[src/rtl/wfcap_pkg.sv]
package wfcap_pkg;
    localparam int SMP_W   = 24;
    localparam int RATE_W  = 2;
    localparam int NSLOT   = 2;
    localparam int BYTES   = SMP_W / 8;
    localparam int ADDR_W  = 3;
    localparam int DIV_W   = (1 << RATE_W) - 1;

    typedef logic signed [SMP_W-1:0] smp_t;

    typedef enum logic [RATE_W-1:0] {
        RATE_FULL = 2'd0,
        RATE_HALF = 2'd1,
        RATE_QTR  = 2'd2,
        RATE_OCT  = 2'd3
    } rate_e;

    typedef struct packed {
        logic [ADDR_W-1:0] slot;
        logic [1:0]        byte_idx;
        logic              valid;
    } addr_dec_t;

    function automatic addr_dec_t decode_addr(input logic [ADDR_W-1:0] a);
        addr_dec_t d;
        d.valid    = (int'(a) < NSLOT * BYTES);
        d.slot     = ADDR_W'(int'(a) / BYTES);
        d.byte_idx = 2'(int'(a) % BYTES);
        return d;
    endfunction

    function automatic logic [7:0] pick_byte(input smp_t s, input logic [1:0] idx);
        logic [7:0] r;
        r = 8'h00;
        for (int i = 0; i < BYTES; i++)
            if (idx == 2'(i)) r = s[i*8 +: 8];
        return r;
    endfunction
endpackage

[src/rtl/wfcap_decim.sv]
module wfcap_decim
    import wfcap_pkg::*;
(
    input  logic              clk,
    input  logic              rst,
    input  logic              smp_vld,
    input  logic [RATE_W-1:0] rate_sel,
    output logic              keep
);
    logic [DIV_W-1:0] cnt;
    logic [DIV_W-1:0] mask;

    always_comb begin
        mask = '0;
        for (int i = 0; i < DIV_W; i++)
            if (i < int'(rate_sel)) mask[i] = 1'b1;
    end

    assign keep = smp_vld && ((cnt & mask) == '0);

    always_ff @(posedge clk) begin
        if (rst)          cnt <= '0;
        else if (smp_vld) cnt <= cnt + 1'b1;
    end

    a_r2_full_keeps_all: assert property (@(posedge clk) disable iff (rst)
        (smp_vld && rate_sel == RATE_FULL) |-> keep);
    a_r3_no_keep_idle: assert property (@(posedge clk) disable iff (rst)
        !smp_vld |-> !keep);
endmodule

[src/rtl/wfcap_status.sv]
module wfcap_status (
    input  logic clk,
    input  logic rst,
    input  logic set_evt,
    input  logic clr,
    input  logic irq_en,
    output logic flag,
    output logic irq
);
    always_ff @(posedge clk) begin
        if (rst)          flag <= 1'b0;
        else if (set_evt) flag <= 1'b1;
        else if (clr)     flag <= 1'b0;
    end

    assign irq = flag & irq_en;

    a_r5_set_wins: assert property (@(posedge clk) disable iff (rst)
        (set_evt && clr) |=> flag);
    a_r4_clear_drops: assert property (@(posedge clk) disable iff (rst)
        (clr && !set_evt) |=> !flag);
    a_r4_sticky: assert property (@(posedge clk) disable iff (rst)
        (flag && !clr) |=> flag);
endmodule

[src/rtl/wfcap_regs.sv]
module wfcap_regs
    import wfcap_pkg::*;
(
    input  logic              clk,
    input  logic              rst,
    input  logic              keep,
    input  smp_t              smp_cur,
    input  smp_t              smp_vol,
    input  logic [NSLOT-1:0]  slot_src,
    input  logic              rd_en,
    input  logic [ADDR_W-1:0] rd_addr,
    output logic [7:0]        rd_data
);
    smp_t live [NSLOT];
    smp_t snap [NSLOT];
    addr_dec_t dec;
    logic hi_rd;

    assign dec   = decode_addr(rd_addr);
    assign hi_rd = rd_en && dec.valid && (dec.byte_idx == 2'(BYTES-1));

    for (genvar g = 0; g < NSLOT; g++) begin : g_slot
        always_ff @(posedge clk) begin
            if (rst) begin
                live[g] <= '0;
                snap[g] <= '0;
            end else begin
                if (keep)  live[g] <= slot_src[g] ? smp_vol : smp_cur;
                if (hi_rd) snap[g] <= live[g];
            end
        end

        a_r3_live_hold: assert property (@(posedge clk) disable iff (rst)
            !keep |=> $stable(live[g]));
        a_r9_snap_hold: assert property (@(posedge clk) disable iff (rst)
            !hi_rd |=> $stable(snap[g]));
    end

    always_ff @(posedge clk) begin
        if (rst) rd_data <= 8'h00;
        else if (rd_en) begin
            if (!dec.valid)  rd_data <= 8'h00;
            else if (hi_rd)  rd_data <= pick_byte(live[dec.slot[0]], dec.byte_idx);
            else             rd_data <= pick_byte(snap[dec.slot[0]], dec.byte_idx);
        end
    end
endmodule

[src/rtl/wfcap_top.sv]
module wfcap_top
    import wfcap_pkg::*;
(
    input  logic        clk,
    input  logic        rst,
    input  logic        smp_vld,
    input  logic [23:0] smp_cur,
    input  logic [23:0] smp_vol,
    input  logic [1:0]  rate_sel,
    input  logic        slot0_src,
    input  logic        slot1_src,
    input  logic        irq_en,
    input  logic        flag_clr,
    input  logic        rd_en,
    input  logic [2:0]  rd_addr,
    output logic [7:0]  rd_data,
    output logic        wav_flag,
    output logic        irq
);
    logic keep;

    wfcap_decim u_decim (
        .clk(clk), .rst(rst), .smp_vld(smp_vld), .rate_sel(rate_sel), .keep(keep)
    );

    wfcap_status u_status (
        .clk(clk), .rst(rst), .set_evt(keep), .clr(flag_clr),
        .irq_en(irq_en), .flag(wav_flag), .irq(irq)
    );

    wfcap_regs u_regs (
        .clk(clk), .rst(rst), .keep(keep), .smp_cur(smp_cur), .smp_vol(smp_vol),
        .slot_src({slot1_src, slot0_src}), .rd_en(rd_en), .rd_addr(rd_addr),
        .rd_data(rd_data)
    );

    a_r6_irq_gate: assert property (@(posedge clk) disable iff (rst)
        irq |-> (wav_flag && irq_en));
    a_r1_reset_quiet: assert property (@(posedge clk)
        rst |=> (!wav_flag && rd_data == 8'h00));
endmodule

[config.mk]
export PLATFORM = sky130hd
export DESIGN_NAME = wfcap_top
export DESIGN_NICKNAME = d
export VERILOG_FILES = /design/src/rtl/wfcap_pkg.sv /design/src/rtl/wfcap_decim.sv /design/src/rtl/wfcap_status.sv /design/src/rtl/wfcap_regs.sv /design/src/rtl/wfcap_top.sv
export SDC_FILE = /design/constraint.sdc
export NUM_CORES = 1
export LEC_CHECK = 0
export CAP_MARGIN = 20
export CORE_UTILIZATION = 65
export CTS_BUF_LIST = sky130_fd_sc_hd__clkbuf_4 sky130_fd_sc_hd__clkbuf_8
export DETAILED_ROUTE_END_ITERATION = 10
export DONT_BUFFER_PORTS = 1
export PLACE_DENSITY = 0.9
export RECOVER_POWER = 25
export REMOVE_ABC_BUFFERS = 1
export SLEW_MARGIN = 20
export SYNTH_ARGS = -nofsm -noshare
export SYNTH_HDL_FRONTEND = slang
export SYNTH_HIERARCHICAL = 1
export SYNTH_SLANG_ARGS = --single-unit
export TNS_END_PERCENT = 10
[constraint.sdc]
create_clock -name clk -period 2.63 [get_ports clk]
set_input_delay 0.1315 -clock clk [delete_from_list [all_inputs] [get_ports clk]]
set_output_delay 0.1315 -clock clk [all_outputs]
set_load 0.02 [all_outputs]
# After elaboration in Yosys (flattened, before gate mapping)
# Memories as Yosys holds them, arrays and structs flattened.
# Index checks and enable logic that the tools add are counted.
[op_classes] bitwise=6 addsub=1 n_reduce_logical=6 n_div=2 n_mux=27 n_eq_ne=2 magnitude_cmp=4
[ops] op="two-way mux 24 bit" count=6
[ops] op="two-way mux 8 bit" count=8
[ops] op="divider 4 x 3 -> 32 bit, second input constant" count=1
[ops] op="modulo 4 x 3 -> 32 bit, second input constant" count=1
[ops] op="two-way mux 1 bit" count=13
[ops] op="less-than comparator 1 x 2 -> 1 bit, first input constant" count=2
[ops] op="OR 1 bit" count=4
[ops] op="adder 3 x 1 -> 3 bit, second input constant" count=1
[ops] op="bitwise AND 3 bit" count=1
[ops] op="logical AND 1 bit" count=3
[ops] op="zero test 3 bit" count=1
[ops] op="less-than comparator 3 bit, second input constant" count=1
[ops] op="equality test 2 x 1 -> 1 bit, second input constant" count=1
[ops] op="equality test 2 bit, second input constant" count=1
[ops] op="zero test 2 bit" count=1
[ops] op="less-than comparator 2 bit, first input constant" count=1
[ops] op="nonzero test 2 bit" count=1
[ops] op="bitwise AND 1 bit" count=1
[totals] ram_bits=96 n_memories=2 elab_cells=53 inputBits=61 regBits=12
[memory_table] name="u_regs.live" depth=2 word_bits=24 rd=3 rd_clocked_by_memory_dff=0 write_ports=2 line_no="wfcap_regs.sv:14" source="smp_t live [NSLOT];"
[memory_table] name="u_regs.snap" depth=2 word_bits=24 rd=1 rd_clocked_by_memory_dff=0 write_ports=2 line_no="wfcap_regs.sv:15" source="smp_t snap [NSLOT];"

# Logic depth before layout (Yosys ltp)
# Gate-level depths: netlist of run 1.
[logic_depth] ltp_word=9 ltp_mapped=9 ltp_nobuf=7

# Cells and area by module
# Netlist of run 1, hierarchy kept.
[modules_own_cells] mod="wfcap_regs" instances=1 seq_area_each_um2=2562.5 cells_each=354 area_per_inst_um2=4320.4
[modules_own_cells] mod="wfcap_decim" instances=1 seq_area_each_um2=60.1 cells_each=15 area_per_inst_um2=145.1
[modules_own_cells] mod="wfcap_status" instances=1 seq_area_each_um2=20.0 cells_each=5 area_per_inst_um2=45.0

# Least setup slack after synthesis of run 1
# Ideal clock, no wire load.
[synth_path] path_kind="input to register" startpoint="in rd_addr[2]" endpoint="mem u_regs/snap[0][0] (netlist bit), enable pin" required_ns=2.240 arrival_ns=1.775 stages=6 slack_ns=0.464 cell_sequence="nand2b_1 inv_1 ha_1 or3_1 a21oi_1 or2_1"
[synth_rtl] item="start: declaration" line_no="wfcap_top.sv:15" source="input logic [2:0] rd_addr,"
[synth_rtl] item="end: declaration" line_no="wfcap_regs.sv:15"

==> summary.txt, run 1 <==
clock-pin slew on the worst setup and hold paths - 0.09 ns
top-count cell post-synth - edfxtp_1
setup total negative slack - 0 ns
fin crit share - 79.7%
CP peak stage delay - 0.84 ns
FF+latch count, synth - 92
max_cap viols - 0
Rows - 29
CP max FO - 28
Fillers - 428
share of cells above drive strength 1 - 7.57%
nets - 441
ys flop type - edfxtp_1
Setup Fix Bufs, Post-CTS - 0
Gate Count Post-Synth - 374
Met1 Wirelength - 3.57 mm
critical path cell sequence - a21oi_1 -> o211a_1 -> nand2b_1 -> clkbuf_1 -> nor2_1
P&R area growth vs syn - 7.57%
fraction of registers with async set/reset - 0%
TritonRoute pass-1 iters - 5
CP Launch Point - u_decim/cnt[0]$_SDFFE_PP0P_
Root Driver - clkbuf_8
Arrival @ worst endpoint - 2.16 ns
routability cong. - 0.819
area leader, netlist - edfxtp_1
top cells by area, synth - edfxtp_1 53%, mux2i_1 11%, dfxtp_1 5.3%
total power divided by cell area - 614 nW/um^2
DPL Wire Length - 5.57 mm
gr ovfl total - 0
CTS Buf Count - 9
initial antenna violation count - 0
Max Fclk - 0.477 GHz
sequential share of the synthesized area - 58.6%
H-tree levels - 3
via density per instance - 6.44
Hold Path Class - in2reg
CP delay by family, top - buffers and inverters
DRC - 0
vias in the first global route - 2944
met3 WL - 755 um
DIE AREA - 7280 um^2
Slew HR - 24.5%
DR vias - 2964
Post-synth EDFFs - 80
Die Width - 85.3 um
R2R Path End - u_regs/live[0][18]$_SDFFCE_PN0P_
Core ar. - 6530 um^2
Synth top area share - 53.3%
starting density of the core - 69.1%
R2R depth - 5
WL met2 - 4.38 mm
Leak - 0.00188 uW
Crit. path cell count - 5
kind of critical path - reg2reg
minimum clock period - 2.10 ns
Max VDD drop - 0.337 mV
worst setup margin - 0.533 ns
largest net degree at the start of global routing - 39
post-DR wirelength/cell - 19.6 um
clk_lat worst skew - 0.35 ns
Placement Setup Slack - 0.569 ns
Bufs and invs on worst path - 1
status - finished, final reports clean
Antenna Cells - 0
clock skew - 0.00917 ns
synthesized cell area - 4510 um^2
count of pins over their slew limit - 0
routed wire length - 9.04 mm
clock tree buffer depth - 2
CTS tree - yes
final hold viol count - 0
IO Count - 71
worst reg-to-reg setup slack - 0.53 ns
Critical path destination - u_regs/live[0][18]$_SDFFCE_PN0P_
Antenna Violating Nets Remaining - 0
Slew @ Worst Pin - 1.13 ns
Critical R2R Launch - u_decim/cnt[0]$_SDFFE_PP0P_
Data required, critical path - 2.69 ns
CP Capture Type - flop
syn_area_per_cell - 12.1 um^2
# port buffers - 0
Highest Signal Layer - met4
RSZ-0062 raised after global routing - no
Synth cell types - 42
Setup violations, final - 0
first-pass GRT wire length - 14.3 mm
Slowest-stage cell, CP - clkbuf_1
drt first-iter violations - 404
die height - 85.3 um
synth warn - 6
Worst setup SP type - flop
total track usage - 26.2%
Num Clock Sinks - 92
synth cell count leaders - 80 x edfxtp_1, 60 x nor2_1, 49 x mux2i_1
-- per-layer routing --
layer,vias up,track usage (%)
li1,1387,-
met1,1371,33.1
met2,175,41.9
met3,31,6.03
met4,0,15.5
met5,-,0
-- cell usage in the layout (no fill, tap or decap), types with 8 or more instances in the layout --
cell / instances
o31ai_1: 8
a221o_1: 8
o21a_1: 8
mux2i_1: 49
nand2_1: 8
a221oi_1: 16
nor2_1: 60
clkbuf_8: 9
buf_4: 8
nor3b_1: 9
dlygate4sd3_1: 14
dfxtp_1: 12
nor3_1: 8
edfxtp_1: 80
nor4b_1: 8
and2_1: 32
-- how the worst min path moves through the flow --
stage / startpoint / to / slack, ns / cells past startpoint
6_report: smp_cur[7] / u_regs/live[1][7]$_SDFFCE_PN0P_ / 0.01 / 2
5_1_grt: smp_vol[6] / u_regs/live[1][6]$_SDFFCE_PN0P_ / 0.003 / 2
4_1_cts: smp_cur[16] / u_regs/live[0][16]$_SDFFCE_PN0P_ / 0.0001 / 2
3_5_place_dp: rst / u_status/flag$_SDFFE_PP0P_ / 0.20 / 1
3_3_place_gp: rst / u_status/flag$_SDFFE_PP0P_ / 0.20 / 1
2_1_floorplan: rst / u_status/flag$_SDFFE_PP0P_ / 0.19 / 1
-- state kept, by name (all words and copies together), names as in the netlist --
name,cells
u_status/flag,1
u_regs/rd_data,8
u_regs/snap,32
u_regs/live,48
u_decim/cnt,3
-- where the power goes --
part	total, uW	internal (uW)	switching, uW
combinational	308	135	173
clock	908	436	472
sequential	1760	1710	50.6
total	2980	2280	696
-- kinds of logic (layout without fill, tap and decap cells) --
family	after synthesis	after routing	share of synthesized area, %
adder cells (fa/ha/maj)	2	2	0.555
flip-flops	92	92	58.6
AND/OR/NAND/NOR	140	140	16.2
buffers and inverters	36	45	3.86
AO/OA/AOI/OAI	54	54	9.74
multiplexers	49	49	10.9
XOR/XNOR	1	1	0.194
-- per-stage QoR --
step | std cells | hold WS, ns | total power, uW | utilization (%) | area [um^2]
after floorplan | 343 | 0.194 | 1990 | - | 4360
after global routing | 460 | 0.00286 | 3100 | 74.3 | 4850
after global placement | 430 | 0.196 | 2060 | 69.3 | 4530
after detailed placement | 430 | 0.196 | 2070 | 69.3 | 4530
after CTS | 458 | 0.000120 | 2980 | 74.1 | 4840
final | 460 | 0.0118 | 2980 | 74.3 | 4850
-- area by class of cell --
| type | count | area (um^2) | share of cell area [%] |
|---|---|---|---|
| Sequential cell | 92 | 2640 | 54.5 |
| Multi-Input combinational cell | 246 | 1700 | 35.0 |
| Timing Repair Buffer | 24 | 208 | 4.28 |
| Clock buffer | 9 | 124 | 2.55 |
| Tap cell | 77 | 96.3 | 1.99 |
| Clock inverter | 7 | 66.3 | 1.37 |
| Inverter | 5 | 18.8 | 0.387 |
-- what timing repair did --
action / in CTS / in global routing
resized for setup: 0 / 0
hold buffers: 12 / 2
endpoints found under the hold margin: 14 / 2
(Power assumes the default switching activity.)
==> inputs of run 2 (changes only) <==
ABC_AREA = 1   (was default)
CORE_UTILIZATION = 59   (was 65)
PLACE_DENSITY = 0.87   (was 0.9)
clock period = 1.87 ns   (was 2.63 ns; I/O delays follow)
==> run 2 against run 1 <==
Compared with the run above: highest routed layer unchanged; global-route usage increased by 2.2 points; cell area rose by 15%; sequential share of layout area shrank 6.9 points; synthesized cell count grew 36%; non-clock buffer count increased by 60; critical path depth decreased by 1; clock-buffer cell count grew 1; total power rose by 51%; area after synthesis is 1.7% higher.
==> summary.txt, run 2 <==
status - finished, final reports clean
die height - 90.2 um
kind of critical path - in2reg
area leader, netlist - edfxtp_1
Setup violations, final - 0
via density per instance - 5.59
leading cell type in the layout, fill and taps excluded - nand2_1
number of flip-flops in the largest register - 48
footprint of the multi-input gates - 1500 um^2
clock-pin slew on the worst setup and hold paths - 0.09 ns
Reg area - 2640 um^2
Non-Filler Instances - 682
Most flops, register - u_regs/live
total track usage - 28.4%
top-count cell post-synth - nand2_1
synthesized cell area - 4590 um^2
DRC - 0
Worst setup SP type - input port
Rows - 31
CP max FO - 17
clock skew - 0.00963 ns
minimum clock period - 1.81 ns
Arrival @ worst endpoint - 2.03 ns
routed wire length - 11.2 mm
CTS Buf Count - 9
clock tree buffer depth - 2
synth cell count leaders - 156 x nand2_1, 80 x edfxtp_1, 65 x a21oi_1
nets - 642
fin crit share - 96.9%
total power divided by cell area - 808 nW/um^2
share of cells above drive strength 1 - 9.09%
ys flop type - edfxtp_1
CTS tree - yes
most frequent cells in the layout - 158 x nand2_1, 80 x edfxtp_1, 68 x dlygate4sd3_1, 65 x inv_1, 65 x a21oi_1
RSZ-0062 raised after global routing - no
post-DR wirelength/cell - 16.5 um
TritonRoute pass-1 iters - 5
drt first-iter violations - 496
Die Width - 90.2 um
# port buffers - 0
H-tree levels - 3
largest registers - u_regs/live (48), u_regs/snap (32), u_regs/rd_data (8)
largest net degree at the start of global routing - 49
Gate Count Post-Synth - 508
synth warn - 6
# hold bufs at CTS - 68
gr ovfl total - 0
final hold viol count - 0
DIE AREA - 8140 um^2
sequential share of the synthesized area - 57.6%
clk_lat worst skew - 0.36 ns
initial antenna violation count - 0
count of pins over their slew limit - 0
DPL Wire Length - 6.50 mm
top cells by area, synth - edfxtp_1 52%, nand2_1 13%, a21oi_1 7.1%
routability cong. - 0.919
DP Cell Count - 599
Num Clock Sinks - 92
Synth top area share - 52.3%
Fillers - 481
Antenna Violating Nets Remaining - 0
starting density of the core - 62.3%
DR vias - 3815
Post-synth EDFFs - 80
Core ar. - 7370 um^2
P&R area growth vs syn - 21.2%
IO Count - 71
Data required, critical path - 2.09 ns
Setup Fix Bufs, Post-CTS - 0
vias in the first global route - 3749
Synth cell types - 24
Power, Total - 4500 uW
Max Fclk - 0.552 GHz
Antenna Cells - 0
number of gates resized after CTS - 0
Slew @ Worst Pin - 0.864 ns
Leak - 0.00231 uW
CP Capture Type - flop
fraction of registers with async set/reset - 0%
Hold Path Class - in2reg
Max VDD drop - 0.651 mV
Root Driver - clkbuf_8
syn_area_per_cell - 9.03 um^2
FF+latch count, synth - 92
Slew HR - 42.2%
max_cap viols - 0
first-pass GRT wire length - 17.7 mm
==> run 2: changes by cell type in the layout (fill, tap and decap cells not counted), sizes merged, moves of 9 or more <==
cell / delta
and2: -33
nand3: +41
nor3b: -9
a221oi: -16
nor2: -20
dlygate4sd3: +54
mux2i: -49
nand2: +152
inv: +62
a21oi: +63
==> run 2: logic make-up after synthesis <==
group           synth area share (%)
flops                           57.6
fa+ha+maj                      0.545
buf+inv                         8.37
simple gates                    25.3
xor+xnor                       0.191
compound gates                  7.99
==> run 2: power by group <==
group	total [uW]	internal (uW)	switching, uW
logic	615	248	366
clock network	1420	757	663
registers	2460	2390	67.6
total	4500	3400	1100
==> run 2: area by class of cell <==
| cell class | instances | area share [%] |
|---|---|---|
| clock inverters | 5 | 1.39 |
| inverters | 67 | 4.52 |
| well taps | 99 | 2.23 |
| repair buffers | 84 | 15.0 |
| clock buffers | 10 | 2.36 |
| flip-flops and latches | 92 | 47.5 |
| multi-input cells | 325 | 27.0 |
==> run 2: stage by stage <==
stage | utilization (%) | worst slack (ns) | instance area [um^2] | setup TNS [ns] | hold WS [ns]
floorplan | - | -1.92 | 4460 | -62.78 | 0.156
global placement | 64.3 | 0.208 | 4740 | 0 | 0.158
detailed placement | 64.3 | 0.0836 | 4740 | 0 | 0.160
CTS | 76.4 | 0.123 | 5630 | 0 | 0.0000261
global route | 75.5 | 0.0412 | 5560 | 0 | 0.00342
finish | 75.5 | 0.0576 | 5560 | 0 | 0.000931
==> run 2: worst paths after layout <==
path | endpoint | start | depth (start not counted) | slack [ns]
worst min register to register | u_decim/cnt[2]$_SDFFE_PP0P_ | u_decim/cnt[2]$_SDFFE_PP0P_ | 2 | 0.54
worst min-delay path | u_regs/live[0][8]$_SDFFCE_PN0P_ | smp_vol[8] | 2 | 0.0009
worst max register to register | u_status/flag$_SDFFE_PP0P_ | u_decim/cnt[0]$_SDFFE_PP0P_ | 6 | 0.16
worst max-delay path | u_regs/live[1][7]$_SDFFCE_PN0P_ | slot1_src | 4 | 0.06
==> run 2: critical path: stages <==
cell and delay (ns):
dlygate4sd3_1 1.10, nand2_1 0.09, dlygate4sd3_1 0.60, a21oi_1 0.14
==> run 2: routing by layer <==
metal	part of all wire, %	GRT usage [%]	up-vias	wire, um
met5	0	0	-	0
met4	3.8	13.4	0	432
met3	9.3	5.16	40	1050
met2	52	51.6	249	5860
met1	35	32.3	1750	3900
li1	-	-	1776	-
